[config.mk]
export PLATFORM = sky130hd
export DESIGN_NAME = otp_wp_ctrl
export DESIGN_NICKNAME = d
export VERILOG_FILES = /design/src/rtl/otp_wp_pkg.sv /design/src/rtl/otp_wp_seq.sv /design/src/rtl/otp_wp_flag.sv /design/src/rtl/otp_wp_gate.sv /design/src/rtl/otp_wp_ctrl.sv
export SDC_FILE = /design/constraint.sdc
export NUM_CORES = 1
export LEC_CHECK = 0
export ABC_CLOCK_PERIOD_IN_PS = 1400
export BUFFER_PORTS_ARGS = -buffer_cell sky130_fd_sc_hd__buf_2
export CAP_MARGIN = 20
export CORE_AREA = 8 8 45 47
export DETAILED_ROUTE_END_ITERATION = 8
export DIE_AREA = 0 0 53 55
export GPL_ROUTABILITY_DRIVEN = 0
export GPL_TIMING_DRIVEN = 0
export PLACE_DENSITY = 0.46
export SLEW_MARGIN = 20
export SYNTH_ARGS = -nofsm -noshare
export SYNTH_HDL_FRONTEND = slang
export SYNTH_HIERARCHICAL = 1
export SYNTH_SLANG_ARGS = --single-unit
[constraint.sdc]
create_clock -name clk -period 1.4 [get_ports clk]
set_input_delay 0.21 -clock clk [delete_from_list [all_inputs] [get_ports clk]]
set_output_delay 0.21 -clock clk [all_outputs]
set_load 0.005 [all_outputs]
[src/rtl/otp_wp_pkg.sv]
package otp_wp_pkg;
  typedef enum logic [1:0] {
    SQ_IDLE = 2'd0,
    SQ_DEV  = 2'd1,
    SQ_ADDR = 2'd2,
    SQ_DATA = 2'd3
  } seq_t;

  localparam logic [3:0] WP_TYPE_CODE  = 4'b0110;
  localparam logic [3:0] ARR_TYPE_CODE = 4'b1010;
endpackage

[src/rtl/otp_wp_seq.sv]
module otp_wp_seq
  import otp_wp_pkg::*;
#(
  parameter int unsigned TYPE_W = 4,
  parameter logic [TYPE_W-1:0] PROT_CODE = WP_TYPE_CODE
) (
  input  logic              clk,
  input  logic              rst_n,
  input  logic              locked,
  input  logic              start_i,
  input  logic              stop_i,
  input  logic              dev_vld_i,
  input  logic [TYPE_W-1:0] dev_type_i,
  input  logic              dev_rw_i,
  input  logic              byte_vld_i,
  output logic              ack_o,
  output logic              commit_o
);
  seq_t st_q, st_d;
  logic hit;

  assign hit = dev_vld_i && (dev_type_i == PROT_CODE) && !dev_rw_i && !locked;

  always_comb begin
    st_d     = st_q;
    ack_o    = 1'b0;
    commit_o = 1'b0;
    if (start_i) begin
      st_d = SQ_IDLE;
    end else if (stop_i) begin
      commit_o = (st_q == SQ_DATA);
      st_d     = SQ_IDLE;
    end else if (dev_vld_i) begin
      ack_o = hit;
      st_d  = hit ? SQ_DEV : SQ_IDLE;
    end else if (byte_vld_i) begin
      unique case (st_q)
        SQ_DEV:  begin ack_o = 1'b1; st_d = SQ_ADDR; end
        SQ_ADDR: begin ack_o = 1'b1; st_d = SQ_DATA; end
        default: st_d = SQ_IDLE;
      endcase
    end
  end

  always_ff @(posedge clk or negedge rst_n) begin
    if (!rst_n) st_q <= SQ_IDLE;
    else        st_q <= st_d;
  end
endmodule

[src/rtl/otp_wp_flag.sv]
module otp_wp_flag (
  input  logic clk,
  input  logic rst_n,
  input  logic set_i,
  output logic flag_o
);
  logic flag_d;

  always_comb flag_d = flag_o | set_i;

  always_ff @(posedge clk or negedge rst_n) begin
    if (!rst_n)     flag_o <= 1'b0;
    else if (set_i) flag_o <= flag_d;
  end
endmodule

[src/rtl/otp_wp_gate.sv]
module otp_wp_gate #(
  parameter int unsigned ADDR_W = 8
) (
  input  logic              locked,
  input  logic              we_i,
  input  logic [ADDR_W-1:0] addr_i,
  output logic              we_o
);
  localparam int unsigned MSB = ADDR_W - 1;
  logic in_prot;

  assign in_prot = !addr_i[MSB];
  assign we_o    = we_i && !(locked && in_prot);
endmodule

[src/rtl/otp_wp_ctrl.sv]
module otp_wp_ctrl
  import otp_wp_pkg::*;
#(
  parameter int unsigned ADDR_W = 8,
  parameter int unsigned TYPE_W = 4,
  parameter int unsigned SYNC_STAGES = 2,
  parameter logic [TYPE_W-1:0] PROT_CODE = WP_TYPE_CODE
) (
  input  logic              clk,
  input  logic              rst_n,
  input  logic              start_i,
  input  logic              stop_i,
  input  logic              dev_vld_i,
  input  logic [TYPE_W-1:0] dev_type_i,
  input  logic              dev_rw_i,
  input  logic              byte_vld_i,
  input  logic              arr_we_i,
  input  logic [ADDR_W-1:0] arr_addr_i,
  output logic              arr_we_o,
  output logic              wp_ack_o,
  output logic              wp_locked_o
);
  logic [SYNC_STAGES-1:0] rst_sync_q;
  logic                   rst_int_n;
  logic                   commit;

  always_ff @(posedge clk or negedge rst_n) begin
    if (!rst_n) rst_sync_q <= '0;
    else        rst_sync_q <= {rst_sync_q[SYNC_STAGES-2:0], 1'b1};
  end
  assign rst_int_n = rst_sync_q[SYNC_STAGES-1];

  otp_wp_seq #(.TYPE_W(TYPE_W), .PROT_CODE(PROT_CODE)) u_seq (
    .clk(clk), .rst_n(rst_int_n), .locked(wp_locked_o),
    .start_i(start_i), .stop_i(stop_i), .dev_vld_i(dev_vld_i),
    .dev_type_i(dev_type_i), .dev_rw_i(dev_rw_i), .byte_vld_i(byte_vld_i),
    .ack_o(wp_ack_o), .commit_o(commit)
  );

  otp_wp_flag u_flag (
    .clk(clk), .rst_n(rst_int_n), .set_i(commit), .flag_o(wp_locked_o)
  );

  otp_wp_gate #(.ADDR_W(ADDR_W)) u_gate (
    .locked(wp_locked_o), .we_i(arr_we_i), .addr_i(arr_addr_i), .we_o(arr_we_o)
  );
endmodule


==> results.sh <==
export IMPL_drt_iter0_markers=1
export IMPL_die_h_um=55
export IMPL_clk_slew_on_worst_s_h_paths_ns=0.04
export IMPL_period_needed_ns=1.46
export IMPL_syn_inst=25
export IMPL_synth_cell_types=16
export IMPL_hold_path_class="flip-flop to asynchronous set/reset pin"
export IMPL_vias=246
export IMPL_die_w_um=53
export IMPL_worstSetupPathType="flip-flop to output port"
export IMPL_numPortBuffers=15
export IMPL_p_int_uw=277
export IMPL_outcome="finished with violations"
export IMPL_switching_share_pct=19.6
export IMPL_dpl_cell_count=56
export IMPL_synth_most_common_cell="dfrtp_1"
export IMPL_final_layout_size_suffix_gt1_share_pct=54.2
export IMPL_initial_utilization_pct=19.1
export IMPL_floorplan_core_area_mm2=0.00138
export IMPL_hold_viol_final=0
export IMPL_grt_overflow_total=0
export IMPL_clock_root_buffer="clkbuf_4"
export IMPL_total_leakage_power_nw=0.234
export IMPL_finClkSkew_ns=0.00158
export IMPL_synth_largest_area_cell="dfrtp_1"
export IMPL_fillerInstances=150
export IMPL_firstDrtPassIters=2
export IMPL_power_share_combinational_pct=10.0
export IMPL_layout_nets=71
export IMPL_synth_top_area_share_pct=47.4
export IMPL_synth_seq_cells=5
export IMPL_cts_max_level=1
export IMPL_powerDensity_mw_per_mm2=797
export IMPL_synth_async_sr_flop_share_pct=100
export IMPL_timing_max_transition_violations_final=0
export IMPL_multi_input_area_um2=145
export IMPL_rsz_0062_raised_after_global_routing="yes"
export IMPL_clkLatencyLatePin_ns=0.23
export IMPL_cp_max_fo=2
export IMPL_antenna_left=0
export IMPL_avgViaCountPerCell=3.84
export IMPL_detail_route_wl_per_cell_um=8.97
export IMPL_grt_antenna_before_repair=0
export IMPL_finalSetupViolations=1
export IMPL_syn2layout_area_growth_pct=63.5
export IMPL_layoutNonFillerInstCount=64
export IMPL_worst_endpoint_arrival_ns=1.25
export IMPL_cts_sinks=5
export IMPL_synth_edff_count=0
export IMPL_violations="negative setup slack"
export IMPL_setup_worst_path_end_class="output port"
export IMPL_yosysWarnings=6
export IMPL_mappedNetlistNets=47
export IMPL_top_area_cells_in_the_synthesized_netlist="dfrtp_1, ha_1, o21ai_2"
export IMPL_via_count_of_the_first_global_routing_pass=246
export IMPL_synth_sequential_area_ratio_pct=47.4
export IMPL_sequential_cell_area_um2=125
export IMPL_largest_net_degree_at_the_start_of_global_routing=5
export IMPL_max_cap_violations=0
export IMPL_holdWs_ns=0.0349
export IMPL_drc=0
export IMPL_fmax_ghz=0.685
export IMPL_dp_hpwl_um=511
export IMPL_drt_total_wl_um=574
export IMPL_worstPathRequired_ns=1.19
export IMPL_cts_made_buffers=3
export IMPL_io_pins=23
export IMPL_wire_length_of_the_first_global_routing_pass_um=883
export IMPL_diodes=0
export IMPL_postSynthAreaPerCell_um2=10.6
export IMPL_clock_tree_buf_depth=2
export IMPL_global_route_usage_over_all_layers_pct=4.22
export IMPL_design_die_area_mm2=0.00292
export IMPL_rows=14
export IMPL_power_frac_seq_pct=43.6
export IMPL_synthesis_area_um2=264
export IMPL_timing_final_crit_share_pct=104
export IMPL_clock_power_share_pct=46.4
export IMPL_cts_tree="built"
export IMPL_layout_setup_ws_ns=-0.0596
export IMPL_p_switching_uw=67.3
export IMPL_startpoint_type="flip-flop"
export IMPL_ir_worst_vdd_v=0.000524
export IMPL_yosys_most_used_dff="dfrtp_1"
==> what timing repair did <==
item	in CTS	in global routing
pin swaps	1	0
setup endpoints to repair	1	1
hold buffers	1	0
gates resized for setup	2	0
hold endpoints to repair	2	0
buffers inserted	3	0
==> per-layer routing <==
layer  track usage [%]  wire (um)
met5                 0          0
met4              1.29          0
met3              4.28         72
met2              7.23        301
met1              3.22        200
==> cell families after synthesis <==
logic type                 count (synthesis)  share of synthesized area, %
adders and majority gates                  2                          9.48
AOI/OAI and AO/OA                          4                          11.4
other                                      1                          1.42
muxes                                      1                          3.79
buffers and inverters                      2                          2.84
DFF                                        5                          47.4
and+or+nand+nor                           10                          23.7
==> through the flow <==
| stage | setup WS, ns | TNS (ns) | area, um2 | util (%) | total power [mW] |
|---|---|---|---|---|---|
| floorplan | 0.266 | 0 | 264 | - | 0.161 |
| global placement | 0.125 | 0 | 359 | 25.9 | 0.182 |
| detailed placement | 0.101 | 0 | 359 | 25.9 | 0.183 |
| CTS | -0.0889 | -0.0889 | 432 | 31.2 | 0.355 |
| global route | -0.144 | -0.144 | 432 | 31.2 | 0.366 |
| finish | -0.0596 | -0.0596 | 432 | 31.2 | 0.344 |
==> sequential cells by signal, indices dropped and copies added (netlist names) <==
name and flops:
rst_sync_q 2, u_flag/flag_o 1, u_seq/st_q 2
==> power by group through the flow <==
stage                     logic [mW]  registers (mW)  clock network (mW)
after floorplan              0.00911           0.152                   0
after global placement        0.0299           0.152                   0
after detailed placement      0.0304           0.152                   0
after CTS                     0.0350           0.150               0.170
after global routing          0.0382           0.150               0.177
final                         0.0344           0.150               0.160
==> layout by cell type, fill, tap and decap left out <==
master         netlist  layout
conb_1               1       1
clkbuf_1             0       1
ha_1                 2       2
clkbuf_4             0       3
nor4b_2              0       1
inv_1                2       2
nor2_1               2       2
nand2_1              1       1
a21boi_1             1       1
o21ai_2              2       2
mux2i_1              1       1
buf_4                0       3
or3_4                1       1
or2_1                1       1
nand2b_4             0       1
nand2b_1             2       1
nand4_1              1       1
nor2b_1              1       1
dfrtp_1              5       5
buf_2                0      15
a21oi_1              1       1
dlygate4sd3_1        0       1
==> critical path, stage by stage, from the launching register on <==
cell and delay [ns]:
dfrtp_1 0.34, inv_1 0.04, ha_1 0.28, nand2b_4 0.14, o21ai_2 0.09, buf_2 0.12
==> cell type report <==
cell class / instances / area share [%]
inverters: 2 / 1.74
well taps: 16 / 4.64
repair buffers: 19 / 24.9
multi-input cells: 18 / 33.6
flip-flops and latches: 5 / 29.0
clock buffers: 4 / 6.09
==> final timing paths <==
path	startpoint	endpoint	slack, ns	cells after the start
max	u_seq/st_q[0]$_DFFE_PN0P_	wp_ack_o	-0.06	5
min	rst_sync_q[1]$_DFF_PN0_	u_flag/flag_o$_DFFE_PN0P_	0.03	0
max reg2reg	u_seq/st_q[0]$_DFFE_PN0P_	u_flag/flag_o$_DFFE_PN0P_	0.30	5
min reg2reg	rst_sync_q[1]$_DFF_PN0_	u_flag/flag_o$_DFFE_PN0P_	0.03	0
max in group asynchronous	rst_n	rst_sync_q[1]$_DFF_PN0_	1.02	2
min in group clk	byte_vld_i	u_seq/st_q[1]$_DFFE_PN0P_	0.27	3
(Power assumes the default switching activity.)
